--- config.mk ---
export PLATFORM = sky130hd
export DESIGN_NAME = uptime_alarm_timer
export DESIGN_NICKNAME = d
export VERILOG_FILES = /design/src/rtl/uat_pkg.sv /design/src/rtl/uat_prescaler.sv /design/src/rtl/uat_counter.sv /design/src/rtl/uat_status.sv /design/src/rtl/uat_regs.sv /design/src/rtl/uptime_alarm_timer.sv
export SDC_FILE = /design/constraint.sdc
export NUM_CORES = 1
export LEC_CHECK = 0
export BUFFER_PORTS_ARGS = -buffer_cell sky130_fd_sc_hd__clkbuf_2
export CORE_MARGIN = 2
export CORE_UTILIZATION = 45
export DETAILED_ROUTE_END_ITERATION = 7
export HOLD_SLACK_MARGIN = 0.05
export PLACE_DENSITY = 0.65
export SLEW_MARGIN = 20
export SYNTH_ARGS = -nofsm -noshare
export SYNTH_HDL_FRONTEND = slang
export SYNTH_SLANG_ARGS = --single-unit
--- constraint.sdc ---
create_clock -name clk -period 3.88 [get_ports clk]
set_input_delay 0.388 -clock clk [delete_from_list [all_inputs] [get_ports clk]]
set_output_delay 0.388 -clock clk [all_outputs]
set_load 0.02 [all_outputs]
--- src/rtl/uat_pkg.sv ---
package uat_pkg;
   localparam int ALM_EN_BIT   = 16;
   localparam int INC_EN_BIT   = 17;
   localparam int RESTART_BIT  = 18;
   localparam int ENABLE_SHIFT = 16;
   localparam int NUM_FLAGS    = 2;
   localparam int FLAG_ALM     = 0;
   localparam int FLAG_INC     = 1;

   typedef enum logic [1:0] {
      SEL_CTRL   = 2'd0,
      SEL_COUNT  = 2'd1,
      SEL_ALARM  = 2'd2,
      SEL_STATUS = 2'd3
   } reg_sel_e;
endpackage

--- src/rtl/uat_prescaler.sv ---
module uat_prescaler #(
   parameter int PRE_W = 16
) (
   input  logic             clk,
   input  logic             rst_n,
   input  logic             tick_en,
   input  logic             restart,
   input  logic [PRE_W-1:0] divisor,
   output logic             wrap
);
   logic [PRE_W-1:0] phase_q;
   logic [PRE_W:0]   phase_inc;

   assign phase_inc = {1'b0, phase_q} + {{PRE_W{1'b0}}, 1'b1};
   assign wrap      = tick_en && !restart && (phase_inc >= {1'b0, divisor});

   always_ff @(posedge clk or negedge rst_n) begin
      if (!rst_n)       phase_q <= '0;
      else if (restart) phase_q <= '0;
      else if (tick_en) phase_q <= wrap ? '0 : phase_inc[PRE_W-1:0];
   end
endmodule

--- src/rtl/uat_counter.sv ---
module uat_counter #(
   parameter int CNT_W = 32
) (
   input  logic             clk,
   input  logic             rst_n,
   input  logic             advance,
   input  logic             restart,
   input  logic [CNT_W-1:0] alarm_val,
   output logic [CNT_W-1:0] count,
   output logic             alarm_hit
);
   logic [CNT_W-1:0] count_next;
   logic             alarm_armed;

   assign count_next  = count + {{(CNT_W-1){1'b0}}, 1'b1};
   assign alarm_armed = ~&alarm_val;
   assign alarm_hit   = advance && alarm_armed && (count_next == alarm_val);

   always_ff @(posedge clk or negedge rst_n) begin
      if (!rst_n)       count <= '0;
      else if (restart) count <= '0;
      else if (advance) count <= count_next;
   end
endmodule

--- src/rtl/uat_status.sv ---
module uat_status
   import uat_pkg::*;
(
   input  logic                 clk,
   input  logic                 rst_n,
   input  logic [NUM_FLAGS-1:0] set_vec,
   input  logic [NUM_FLAGS-1:0] en_vec,
   input  logic                 clear,
   output logic [NUM_FLAGS-1:0] flags,
   output logic                 irq
);
   for (genvar i = 0; i < NUM_FLAGS; i++) begin : g_flag
      always_ff @(posedge clk or negedge rst_n) begin
         if (!rst_n) flags[i] <= 1'b0;
         else        flags[i] <= (flags[i] & ~clear) | set_vec[i];
      end
   end

   assign irq = |(flags & en_vec);
endmodule

--- src/rtl/uat_regs.sv ---
module uat_regs
   import uat_pkg::*;
#(
   parameter int          DATA_W    = 32,
   parameter int          ADDR_W    = 2,
   parameter int          CNT_W     = 32,
   parameter int          PRE_W     = 16,
   parameter int unsigned PRE_RESET = 32768,
   parameter bit          SNAPSHOT  = 1'b1
) (
   input  logic                 clk,
   input  logic                 rst_n,
   input  logic [ADDR_W-1:0]    addr,
   input  logic                 wr_en,
   input  logic [DATA_W-1:0]    wr_data,
   input  logic                 rd_en,
   output logic [DATA_W-1:0]    rd_data,
   input  logic [CNT_W-1:0]     count,
   input  logic [NUM_FLAGS-1:0] flags,
   output logic [PRE_W-1:0]     divisor,
   output logic [NUM_FLAGS-1:0] en_vec,
   output logic [CNT_W-1:0]     alarm_val,
   output logic                 restart,
   output logic                 status_clear
);
   localparam logic [PRE_W-1:0] DIV_INIT = PRE_W'(PRE_RESET);

   logic              hit_ctrl, hit_alarm, hit_status, hit_count;
   logic [DATA_W-1:0] ctrl_view, rd_mux;
   logic              unused_wd;

   assign unused_wd  = ^wr_data;
   assign hit_ctrl   = (addr == ADDR_W'(SEL_CTRL));
   assign hit_count  = (addr == ADDR_W'(SEL_COUNT));
   assign hit_alarm  = (addr == ADDR_W'(SEL_ALARM));
   assign hit_status = (addr == ADDR_W'(SEL_STATUS));

   assign restart      = wr_en && hit_ctrl && wr_data[RESTART_BIT];
   assign status_clear = rd_en && hit_status;

   always_ff @(posedge clk or negedge rst_n) begin
      if (!rst_n) begin
         divisor   <= DIV_INIT;
         en_vec    <= '0;
         alarm_val <= '1;
      end else if (wr_en) begin
         if (hit_ctrl) begin
            divisor          <= wr_data[PRE_W-1:0];
            en_vec[FLAG_ALM] <= wr_data[ALM_EN_BIT];
            en_vec[FLAG_INC] <= wr_data[INC_EN_BIT];
         end
         if (hit_alarm) alarm_val <= wr_data[CNT_W-1:0];
      end
   end

   always_comb begin
      ctrl_view = '0;
      ctrl_view[PRE_W-1:0] = divisor;
      for (int i = 0; i < NUM_FLAGS; i++)
         ctrl_view[i+ENABLE_SHIFT] = en_vec[i];
   end

   always_comb begin
      rd_mux = '0;
      unique case (1'b1)
         hit_ctrl:   rd_mux = ctrl_view;
         hit_count:  rd_mux = DATA_W'(count);
         hit_alarm:  rd_mux = DATA_W'(alarm_val);
         hit_status: rd_mux = DATA_W'(flags);
         default:    rd_mux = '0;
      endcase
   end

   if (SNAPSHOT) begin : g_snap
      always_ff @(posedge clk or negedge rst_n) begin
         if (!rst_n)     rd_data <= '0;
         else if (rd_en) rd_data <= rd_mux;
      end
   end else begin : g_direct
      assign rd_data = rd_en ? rd_mux : '0;
   end
endmodule

--- src/rtl/uptime_alarm_timer.sv ---
module uptime_alarm_timer
   import uat_pkg::*;
#(
   parameter int          DATA_W    = 32,
   parameter int          ADDR_W    = 2,
   parameter int          CNT_W     = 32,
   parameter int          PRE_W     = 16,
   parameter int unsigned PRE_RESET = 32768,
   parameter bit          SNAPSHOT  = 1'b1
) (
   input  logic              clk,
   input  logic              rst_n,
   input  logic              tick_en,
   input  logic [ADDR_W-1:0] bus_addr,
   input  logic              bus_wr_en,
   input  logic [DATA_W-1:0] bus_wr_data,
   input  logic              bus_rd_en,
   output logic [DATA_W-1:0] bus_rd_data,
   output logic              irq
);
   if (DATA_W < RESTART_BIT + 1) begin : g_bad_data_w
      $error("DATA_W too narrow for control word");
   end
   if (CNT_W > DATA_W) begin : g_bad_cnt_w
      $error("CNT_W exceeds DATA_W");
   end
   if (PRE_W < 1 || PRE_W > ENABLE_SHIFT) begin : g_bad_pre_w
      $error("PRE_W must lie in 1..16");
   end
   if (ADDR_W < 2) begin : g_bad_addr_w
      $error("ADDR_W must be at least 2");
   end
   if (PRE_RESET >= (64'd1 << PRE_W)) begin : g_bad_pre_reset
      $error("PRE_RESET does not fit PRE_W");
   end

   logic [PRE_W-1:0]     divisor;
   logic [NUM_FLAGS-1:0] en_vec, flags_q, set_vec;
   logic [CNT_W-1:0]     alarm_q, count_q;
   logic                 restart, status_clear, advance, alarm_hit;

   uat_regs #(
      .DATA_W(DATA_W), .ADDR_W(ADDR_W), .CNT_W(CNT_W),
      .PRE_W(PRE_W), .PRE_RESET(PRE_RESET), .SNAPSHOT(SNAPSHOT)
   ) u_regs (
      .clk(clk), .rst_n(rst_n), .addr(bus_addr), .wr_en(bus_wr_en),
      .wr_data(bus_wr_data), .rd_en(bus_rd_en), .rd_data(bus_rd_data),
      .count(count_q), .flags(flags_q), .divisor(divisor), .en_vec(en_vec),
      .alarm_val(alarm_q), .restart(restart), .status_clear(status_clear)
   );

   uat_prescaler #(.PRE_W(PRE_W)) u_pre (
      .clk(clk), .rst_n(rst_n), .tick_en(tick_en), .restart(restart),
      .divisor(divisor), .wrap(advance)
   );

   uat_counter #(.CNT_W(CNT_W)) u_cnt (
      .clk(clk), .rst_n(rst_n), .advance(advance), .restart(restart),
      .alarm_val(alarm_q), .count(count_q), .alarm_hit(alarm_hit)
   );

   always_comb begin
      set_vec           = '0;
      set_vec[FLAG_ALM] = alarm_hit;
      set_vec[FLAG_INC] = advance;
   end

   uat_status u_stat (
      .clk(clk), .rst_n(rst_n), .set_vec(set_vec), .en_vec(en_vec),
      .clear(status_clear), .flags(flags_q), .irq(irq)
   );
endmodule

==> metrics.csv <==
stage,metric,value,unit
setup_path,Reg-to-Reg End,u_stat.flags[0],
setup_path,CP startpoint kind,flop,
floorplanning,io pins,72,
clocking,clock sinks,132,
route,DR DRC count,0,
layout,"Area growth, synth to finish",14.6,%
route,post-route ant nets,0,
global_routing,total track usage,0.251,
clocking,Longest Clk Path Bufs,2,
clocking,worst-skew pair later-pin latency,440,ps
sta,worst-case clock skew,9.73,ps
setup_path,CP bufs+invs,1,
run,max_cap viols,0,
setup_path,Crit Reg-Reg Startpoint,u_pre.phase_q[0],
sta,Final TNS setup,0,ps
synth,most frequent cell after synthesis,dfrtp_1,
min_path,HP Class,in2reg,
setup_path,Worst Path Required,4200,ps
floorplanning,Die Y,136,um
setup_path,slowest CP cell,or4_1,
clocking,TritonCTS clock tree,done,
floorplanning,# rows,48,
setup_path,Setup crit end,u_stat.flags[0],
synth,"Seq/Total Area, Yosys",0.427,
sta,Final period util,0.967,
synth,Post-synth top cells,"99 x dfrtp_1, 75 x nor2_1, 67 x a21oi_1, 44 x nand2_1, 40 x xor2_1",
clocking,clock buffer count from CTS,17,
synth,Post-synth EDFFs,0,
clocking,"Clk pin slew, worst setup/hold paths",60,ps
route,Pre-antenna DRT Iters,4,
placed_design,IO Port Bufs,71,
sta,final hold violations,0,
synth,top_reg_cell synth,dfrtp_1,
global_routing,largest net degree at the start of global routing,81,
route,drt wl/cell,20.3,um
synth,leading area contributor after synthesis,dfrtp_1,
outcome,outcome,"complete, no violations",
synth,"Net Count, Synth",858,
global_routing,grt total ovfl,0,
global_routing,first-pass GRT wire length,34900,um
setup_path,arrival time worst endpoint,4070,ps
power,total leakage power,3.89,nW
synth,Mapped Cells,801,
floorplanning,total die area,18500,um^2
global_routing,initial antenna violation count,0,
route,Vias/cell,5.85,
global_routing,met1 Use GR,0.353,
synth,Async SR Flop Fraction,1.00,
synth,post-synth cell types,65,
layout,proportion of layout cells with a drive suffix above 1,0.251,
global_routing,met2 GRT Util,0.386,
layout,Final nets,911,
floorplanning,core area,17100,um^2
clocking,CTS H-tree lvls,4,
power,Pwr Total,4.08,mW
route,1st-iter DRT viols,549,
clocking,Post-CTS Setup Inserts,0,
setup_path,FF-to-FF path depth,14,
route,"wirelength, routed",22200,um
layout,diode count,0,
power,Power Density,455,nW/um^2
global_routing,vias in the first global route,6164,
clocking,root buf cell,clkbuf_16,
route,DR vias,6386,
setup_path,crit-path leading delay family,simple AND/OR/NAND/NOR gates,
synth,Seq cells post-synth,132,
sta,final setup fails,0,
sta,Slew Limit Fails,0,
setup_path,CP Class,reg2reg,
placed_design,dpl hpwl,15900,um
floorplanning,width of the chip,136,um
power,VDD IR max,0.000325,V
sta,Worst slew margin,0.374,
setup_path,CP Capture Type,flop,
synth,post-synth top area share,0.317,
synth,Post-Syn Area,7820,um^2
setup_path,Crit path depth,14,
setup_path,Worst Path Max Fanout,18,
global_routing,most used routing layer,met2,
sta,Max Fclk,267,MHz
global_routing,met3 Track Usage GR,0.0507,
setup_path,crit path launch,u_pre.phase_q[0],
synth,synth warn,0,
setup_path,"slowest stage delay, CP",480,ps
sta,post-route minimum period,3750,ps
placed_design,Final GP Congestion,0.901,
synth,Avg Synthesized Cell Area,9.77,um^2
setup_path,crit-path cells,ha_1 -> and4_4 -> nand4_4 -> nor2_1 -> xor2_1 -> ha_1 -> nand4_1 -> or4_1 -> a21boi_0 -> or4_4 -> buf_4 -> o21a_1 -> nand4_1 -> o31ai_2,
floorplanning,Starting Density,0.457,
synth,Synth area leaders,"dfrtp_1 32%, dfstp_2 11%, mux2_2 5.3%, xor2_1 4.5%, a21oi_1 4.3%",
sta,Slew @ Worst Pin,938,ps
setup_path,"reg-to-reg slack, setup",130,ps
[logic make-up (layout without fill, tap and decap cells)]
kind of cell / Yosys count / after routing / synth area share
adders and majority gates: 18 / 18 / 0.0288
xor gates and xnor gates: 75 / 75 / 0.0840
AOI/OAI and AO/OA: 185 / 185 / 0.152
muxes: 60 / 60 / 0.0859
buffers and inverters: 77 / 143 / 0.0425
and+or+nand+nor: 254 / 254 / 0.180
DFF: 132 / 132 / 0.427
[layout make-up]
| type | count | area (um^2) |
|---|---|---|
| Timing Repair Buffer | 88 | 492 |
| Inverter | 23 | 86.3 |
| Clock buffer | 18 | 439 |
| Multi-Input combinational cell | 592 | 4180 |
| Tap cell | 225 | 282 |
| Sequential cell | 132 | 3340 |
| Clock inverter | 14 | 141 |
| Fill cell | 1590 | 8150 |
[tightest hold or removal path: stages]
cell      delay [ps]
clkbuf_2          90
nand2_1           40
o21ai_0           50
[routing by layer]
metal  vias to the layer above  share of wire
met4                         0          0.024
met2                       184           0.46
met3                        35          0.056
met1                      3168           0.46
met5                         -              0
li1                       2999              -
[report_power, final]
group	internal, mW	total (mW)	switching [mW]
clock	0.914	1.60	0.684
sequential	1.58	1.78	0.199
combinational	0.308	0.699	0.392
total	2.80	4.08	1.28
[stage by stage]
step	worst slack [ps]	instance area (um^2)	std cells	util	hold WS, ps
global route	-6.18	8960	1092	0.524	185
floorplan	555	7820	801	-	92.4
global placement	231	8360	1059	0.488	500
CTS	85.4	8950	1092	0.523	169
finish	128	8960	1092	0.524	175
detailed placement	120	8360	1059	0.488	496
[worst min-delay path by stage]
stage,end,cells past startpoint,from
floorplan,u_cnt.count[0],0,rst_n
global placement,u_cnt.count[5],1,rst_n
detailed placement,u_cnt.count[4],1,rst_n
CTS,u_regs.divisor[5],3,bus_wr_data[5]
global route,u_regs.alarm_val[23],2,bus_wr_data[23]
finish,u_regs.divisor[11],3,bus_wr_data[11]
[placed cells by master (no fill, tap or decap), drive strengths merged, types with 3 or more instances in the layout]
cell and count:
a211oi 3, a21o 5, a21oi 67, a22o 11, a22oi 15, and2 6, and3 11, and4 6
buf 17, clkbuf 88, clkinv 7, dfrtp 99, dfstp 33, ha 18, inv 28, mux2 37
mux2i 21, nand2 45, nand3 23, nand4 28, nor2 75, nor2b 7, nor3 16, nor3b 3
nor4 8, nor4b 5, o2111ai 3, o211ai 15, o21a 14, o21ai 32, o22ai 3, o31ai 6
or3 10, or4 5, xnor2 35, xor2 40
[timing repair]
| item | CTS | global route |
|---|---|---|
| gates resized for setup | 0 | 3 |
| setup endpoints to repair | 0 | 15 |
| hold endpoints to repair | 11 | 0 |
| hold buffers | 1 | 0 |
[state kept, by name, indices dropped and copies added (netlist names)]
signal,flops
u_regs.alarm_val,32
u_pre.phase_q,16
u_stat.flags,2
u_cnt.count,32
u_regs.rd_data,32
u_regs.en_vec,2
u_regs.divisor,16
No activity file was read; power rests on OpenSTA's default activity.
